File: src/rtl/synth_cfg_pkg.sv
package synth_cfg_pkg;
    typedef enum logic [1:0] {
        ST_HOLD  = 2'd0,
        ST_SHIFT = 2'd1,
        ST_LOAD  = 2'd2
    } load_state_e;
endpackage

File: src/rtl/synth_cfg_sync.sv
module synth_cfg_sync #(
    parameter int               WIDTH   = 3,
    parameter int               STAGES  = 2,
    parameter logic [WIDTH-1:0] RST_VEC = '0
) (
    input  logic             clk,
    input  logic             rst_n,
    input  logic [WIDTH-1:0] d,
    output logic [WIDTH-1:0] q
);
    for (genvar b = 0; b < WIDTH; b++) begin : g_bit
        logic [STAGES-1:0] pipe;
        always_ff @(posedge clk or negedge rst_n) begin
            if (!rst_n) pipe <= {STAGES{RST_VEC[b]}};
            else        pipe <= {pipe[STAGES-2:0], d[b]};
        end
        assign q[b] = pipe[STAGES-1];
    end
endmodule

File: src/rtl/synth_cfg_shifter.sv
module synth_cfg_shifter #(
    parameter int SR_W = 18
) (
    input  logic            clk,
    input  logic            rst_n,
    input  logic            sclk_s,
    input  logic            sdata_s,
    input  logic            le_s,
    output logic [SR_W-1:0] sr
);
    logic sclk_q;
    logic shift_en;

    assign shift_en = sclk_s & ~sclk_q & ~le_s;

    always_ff @(posedge clk or negedge rst_n) begin
        if (!rst_n) begin
            sclk_q <= 1'b0;
            sr     <= '0;
        end else begin
            sclk_q <= sclk_s;
            if (shift_en) sr <= {sr[SR_W-2:0], sdata_s};
        end
    end

    // frozen while latch enable is high
    assert_shift_freeze_R3: assert property (@(posedge clk) disable iff (!rst_n)
        le_s |=> $stable(sr));

    // new bit enters at bit 0, older bits move up
    assert_shift_order_R2: assert property (@(posedge clk) disable iff (!rst_n)
        (sclk_s && !sclk_q && !le_s) |=>
            (sr[0] == $past(sdata_s)) && (sr[SR_W-1:1] == $past(sr[SR_W-2:0])));
endmodule

File: src/rtl/synth_cfg_loader.sv
module synth_cfg_loader
    import synth_cfg_pkg::*;
#(
    parameter int DIV_W   = 10,
    parameter int FB_W    = 17,
    parameter int MIN_DIV = 2
) (
    input  logic                 clk,
    input  logic                 rst_n,
    input  logic                 le_s,
    input  logic [FB_W:0]        sr,
    output logic [DIV_W+3:0]     ref_q,
    output logic [FB_W-1:0]      fb_q,
    output logic                 ref_upd,
    output logic                 fb_upd,
    output logic                 cfg_err
);
    localparam int REF_W    = DIV_W + 4;
    localparam int RSVD_BIT = DIV_W + 2;
    localparam logic [DIV_W-1:0] MIN_V = DIV_W'(MIN_DIV);

    load_state_e state, state_nx;

    logic             addr_in;
    logic [REF_W-1:0] ref_in;
    logic             ref_bad;

    assign addr_in = sr[0];
    assign ref_in  = sr[REF_W:1];
    assign ref_bad = (ref_in[DIV_W-1:0] < MIN_V) | ref_in[RSVD_BIT];

    always_ff @(posedge clk or negedge rst_n) begin
        if (!rst_n) state <= ST_HOLD;
        else        state <= state_nx;
    end

    always_comb begin
        state_nx = state;
        unique case (state)
            ST_HOLD:  if (!le_s) state_nx = ST_SHIFT;
            ST_SHIFT: if (le_s)  state_nx = ST_LOAD;
            ST_LOAD:             state_nx = ST_HOLD;
            default:             state_nx = ST_HOLD;
        endcase
    end

    always_ff @(posedge clk or negedge rst_n) begin
        if (!rst_n) begin
            ref_q   <= '0;
            fb_q    <= '0;
            ref_upd <= 1'b0;
            fb_upd  <= 1'b0;
            cfg_err <= 1'b0;
        end else begin
            ref_upd <= 1'b0;
            fb_upd  <= 1'b0;
            cfg_err <= 1'b0;
            if (state == ST_LOAD) begin
                if (addr_in) begin
                    ref_q   <= ref_in;
                    ref_upd <= 1'b1;
                    cfg_err <= ref_bad;
                end else begin
                    fb_q   <= sr[FB_W:1];
                    fb_upd <= 1'b1;
                end
            end
        end
    end

    // load state entered only from shifting
    assert_load_entry_R9: assert property (@(posedge clk) disable iff (!rst_n)
        (state == ST_LOAD) |-> ($past(state) == ST_SHIFT));

    // strobes exclusive and single-cycle
    assert_strobe_excl_R7: assert property (@(posedge clk) disable iff (!rst_n)
        !(ref_upd && fb_upd));
    assert_strobe_pulse_R7: assert property (@(posedge clk) disable iff (!rst_n)
        (ref_upd || fb_upd) |=> !(ref_upd || fb_upd));

    // a register changes only together with its strobe
    assert_ref_hold_R6: assert property (@(posedge clk) disable iff (!rst_n)
        !$stable(ref_q) |-> ref_upd);
    assert_fb_hold_R6: assert property (@(posedge clk) disable iff (!rst_n)
        !$stable(fb_q) |-> fb_upd);

    // error tied to an illegal stored reference word
    assert_err_ref_R8: assert property (@(posedge clk) disable iff (!rst_n)
        cfg_err |-> ref_upd);
    assert_err_cause_R8: assert property (@(posedge clk) disable iff (!rst_n)
        (ref_upd && ((ref_q[DIV_W-1:0] < MIN_V) || ref_q[RSVD_BIT])) |-> cfg_err);
endmodule

File: src/rtl/synth_cfg_port.sv
module synth_cfg_port #(
    parameter int DIV_W       = 10,
    parameter int FB_W        = 17,
    parameter int MIN_DIV     = 2,
    parameter int SYNC_STAGES = 2
) (
    input  logic             clk,
    input  logic             rst_n,
    input  logic             ser_clk,
    input  logic             ser_data,
    input  logic             ser_le,
    output logic [DIV_W-1:0] ref_div,
    output logic             ref_test,
    output logic             ref_rsvd,
    output logic             ref_pol,
    output logic             ref_cp_tri,
    output logic [FB_W-1:0]  fb_word,
    output logic             ref_upd,
    output logic             fb_upd,
    output logic             cfg_err
);
    localparam int SR_W  = FB_W + 1;
    localparam int REF_W = DIV_W + 4;

    logic [2:0]       sync_q;
    logic [SR_W-1:0]  sr;
    logic [REF_W-1:0] ref_q;

    synth_cfg_sync #(
        .WIDTH  (3),
        .STAGES (SYNC_STAGES),
        .RST_VEC(3'b100)
    ) u_sync (
        .clk  (clk),
        .rst_n(rst_n),
        .d    ({ser_le, ser_data, ser_clk}),
        .q    (sync_q)
    );

    synth_cfg_shifter #(.SR_W(SR_W)) u_shift (
        .clk    (clk),
        .rst_n  (rst_n),
        .sclk_s (sync_q[0]),
        .sdata_s(sync_q[1]),
        .le_s   (sync_q[2]),
        .sr     (sr)
    );

    synth_cfg_loader #(
        .DIV_W  (DIV_W),
        .FB_W   (FB_W),
        .MIN_DIV(MIN_DIV)
    ) u_load (
        .clk    (clk),
        .rst_n  (rst_n),
        .le_s   (sync_q[2]),
        .sr     (sr),
        .ref_q  (ref_q),
        .fb_q   (fb_word),
        .ref_upd(ref_upd),
        .fb_upd (fb_upd),
        .cfg_err(cfg_err)
    );

    assign ref_div    = ref_q[DIV_W-1:0];
    assign ref_cp_tri = ref_q[DIV_W];
    assign ref_pol    = ref_q[DIV_W+1];
    assign ref_rsvd   = ref_q[DIV_W+2];
    assign ref_test   = ref_q[DIV_W+3];
endmodule

File: config.mk
export PLATFORM = sky130hd
export DESIGN_NAME = synth_cfg_port
export DESIGN_NICKNAME = d
export VERILOG_FILES = /design/src/rtl/synth_cfg_pkg.sv /design/src/rtl/synth_cfg_sync.sv /design/src/rtl/synth_cfg_shifter.sv /design/src/rtl/synth_cfg_loader.sv /design/src/rtl/synth_cfg_port.sv
export SDC_FILE = /design/constraint.sdc
export NUM_CORES = 1
export LEC_CHECK = 0
export CORE_ASPECT_RATIO = 0.8
export CORE_MARGIN = 1
export CORE_UTILIZATION = 30
export CTS_CLUSTER_SIZE = 20
export DETAILED_ROUTE_END_ITERATION = 8
export SLEW_MARGIN = 40
export SYNTH_ARGS = -nofsm -noshare
export SYNTH_HDL_FRONTEND = slang
export SYNTH_SLANG_ARGS = --single-unit
File: constraint.sdc
create_clock -name clk -period 2.9 [get_ports clk]
set_input_delay 0.29 -clock clk [delete_from_list [all_inputs] [get_ports clk]]
set_output_delay 0.29 -clock clk [all_outputs]
set_load 0.03 [all_outputs]
==> metrics.txt <==
detail-routed via count per cell between 4 and 5; wire per inst between 10 and 15 µm; critical path capture point type output port; total negative setup slack 0 ns; antenna diode instance count 0; result of the run finished, final reports clean; number of maximum-capacitance violations 0; dominant cells by area after synthesis sky130_fd_sc_hd__dfrtp_1, sky130_fd_sc_hd__mux2_2, sky130_fd_sc_hd__mux2_4, sky130_fd_sc_hd__dfstp_2, sky130_fd_sc_hd__buf_6; Slew Viols, Final 0; PD cells 862 nW/µm²; maximum number of pins on one net before global-route repair 62; Total Die Area 7850 µm²; clock latency on the worst-skew pair ~0.34 ns; clk slew on worst S/H paths 0.06 ns; area leader, netlist sky130_fd_sc_hd__dfrtp_1; relative area change from synthesis to final layout 31.8%; boundary pin count 39; transition at the pin with the smallest max-transition slack 0.535 ns; detailed router's first-iteration violation count 75; CTS Buf Count 9; Final #Nets 179; TritonCTS clock tree done; worst path cell trace clkdlybuf4s50_1; Max clock buf depth 2; first drt pass iteration count 4; Achievable Freq 599 MHz; share of the synthesized area in the top cell type 0.656; wire length of the first global-routing pass 6330 µm; warnings from Yosys 0; Vias roughly 1,200; Data arrival, critical path 1.38 ns; grt ovf 0; vias in the first global route 1,250; number of nets with antenna violations after routing 0; overall track demand over capacity in global routing 0.111; total detailed-routing wirelength 3820 µm; kind of cell with the highest combined delay on the critical path buffers and inverters; Period minus WS final 1.67 ns; worst clock skew approximately 0.0067 ns; Num Clock Sinks 61; Yosys reg bits 61; distinct cell type count after synthesis 17; Final HPWL DP 2500 µm; Final Hold Fails 0; leakage power 1.39 nW; fill cell instance count of the final layout 626; proportion of layout cells with a drive suffix above 1 0.413; hold_buf cts 0; synthesized net count 132; Core Footprint 7060 µm²; final weighted congestion of routability-driven global placement 0.659; Syn Area/Cell 17.7 µm²; largest incremental delay on the critical path 0.68 ns; horizontal extent of the die 98.8 µm; Gate Count Post-Synth 127; maximum fanout encountered on the critical timing path 2; count of final setup violators 0; most frequent cells in the layout sky130_fd_sc_hd__dfrtp_1, sky130_fd_sc_hd__mux2_2, sky130_fd_sc_hd__clkdlybuf4s50_1; fin crit share 0.576; antenna violations before repair 0; effective utilization at floorplan 0.319; H-tree depth 3; DIE HEIGHT 79.5 µm; unrepaired setup endpoints after global routing false; number of remaining DRC errors 0; buffer and inverter count on the worst path 1; most common cell after layout, fill and taps aside sky130_fd_sc_hd__dfrtp_1; critical path class reg -> out; I/O Buffers 38; worst-case hold slack 0.0235 ns; post-CTS resize count 0; startpoint type of the worst setup path flip-flop; relative max-transition margin 0.643; maximum vdd ir drop 0.000292 V; cell with the biggest individual delay on the critical path sky130_fd_sc_hd__clkdlybuf4s50_1; part of the Yosys area used for sequential elements 0.680; number of post-CTS setup repair buffers 0; path type of the worst min-delay path in -> async; CTS root buf sky130_fd_sc_hd__clkbuf_8; critical path data required time between 2 and 3 ns; Post-Synthesis Cell Area roughly 2200 µm²; row count 27
## layer usage
| layer | up-vias | GRT usage | part of all wire |
|---|---|---|---|
| met5 | - | 0 | 0 |
| met4 | 0 | 0.0806 | 0.020 |
| met3 | 6 | 0.0420 | 0.052 |
| met2 | 34 | 0.166 | 0.46 |
| met1 | 586 | 0.131 | 0.47 |
| li1 | 541 | - | - |
## worst paths after layout
path	depth (start not counted)	start	end	slack (ns)
worst max-delay path	1	u_load.fb_q[8]$_DFFE_PN0P_	fb_word[8]	1.23
worst min register to register	0	u_sync.g_bit[2].pipe[0]$_DFF_PN1_	u_sync.g_bit[2].pipe[1]$_DFF_PN1_	0.36
min in group clk	0	u_sync.g_bit[2].pipe[0]$_DFF_PN1_	u_sync.g_bit[2].pipe[1]$_DFF_PN1_	0.36
worst max register to register	3	u_load.state[1]$_DFFE_PN0P_	u_load.fb_q[0]$_DFFE_PN0P_	1.32
max in group asynchronous	2	rst_n	u_load.ref_q[9]$_DFFE_PN0P_	2.51
worst min-delay path	2	rst_n	u_load.ref_q[13]$_DFFE_PN0P_	0.02
## flip-flops by register name, summed over array words and instances (netlist names), 2 cells and up
register,cells
u_shift.sr,18
u_load.fb_q,17
u_load.ref_q,14
u_load.state,2
u_sync.g_bit.pipe,6
## where the power goes
group / switching, W / leakage, nW / total, W / internal, W
clock: 0.000319 / 0.119 / 0.000911 / 0.000592
combinational: 0.000268 / 0.461 / 0.000531 / 0.000263
sequential: 0.000118 / 0.806 / 0.00111 / 0.000994
total: 0.000705 / 1.39 / 0.00255 / 0.00185
## area by class of cell
cell class	count	area, µm²	share of cell area
clock buffer	10	138	0.0464
sequential	61	1530	0.516
timing repair buffer	41	402	0.136
inverter	1	3.75	0.00127
multi-input combinational	60	673	0.227
clock inverter	6	110	0.0371
tap	87	109	0.0367
## logic make-up after synthesis
group,synth area share
flip-flops,0.680
multiplexers,0.260
AND/OR/NAND/NOR,0.0311
buffers and inverters,0.0261
AO/OA/AOI/OAI,0.00278
## cell usage after synthesis
library cell and n:
sky130_fd_sc_hd__nand2_1 1, sky130_fd_sc_hd__nand3b_4 1, sky130_fd_sc_hd__buf_6 2, sky130_fd_sc_hd__inv_1 1
sky130_fd_sc_hd__dfrtp_1 59, sky130_fd_sc_hd__mux2_2 40, sky130_fd_sc_hd__buf_2 1, sky130_fd_sc_hd__nor2_1 4
sky130_fd_sc_hd__buf_4 1, sky130_fd_sc_hd__nor3_1 1, sky130_fd_sc_hd__a31oi_1 1, sky130_fd_sc_hd__nor3b_2 1
sky130_fd_sc_hd__nor3b_1 1, sky130_fd_sc_hd__buf_12 1, sky130_fd_sc_hd__mux2_4 9, sky130_fd_sc_hd__nor4_1 1
sky130_fd_sc_hd__dfstp_2 2
## stage by stage
step,std cells,util,cell area (µm²),setup WS (ns),total power (W)
after floorplan,127,-,2250,1.60,0.00142
after global placement,250,0.384,2710,1.38,0.00166
after detailed placement,250,0.384,2710,1.32,0.00166
after CTS,266,0.419,2960,1.20,0.00260
after global routing,266,0.420,2960,1.17,0.00268
final,266,0.420,2960,1.23,0.00255
Power figures use the tool's default switching activity.
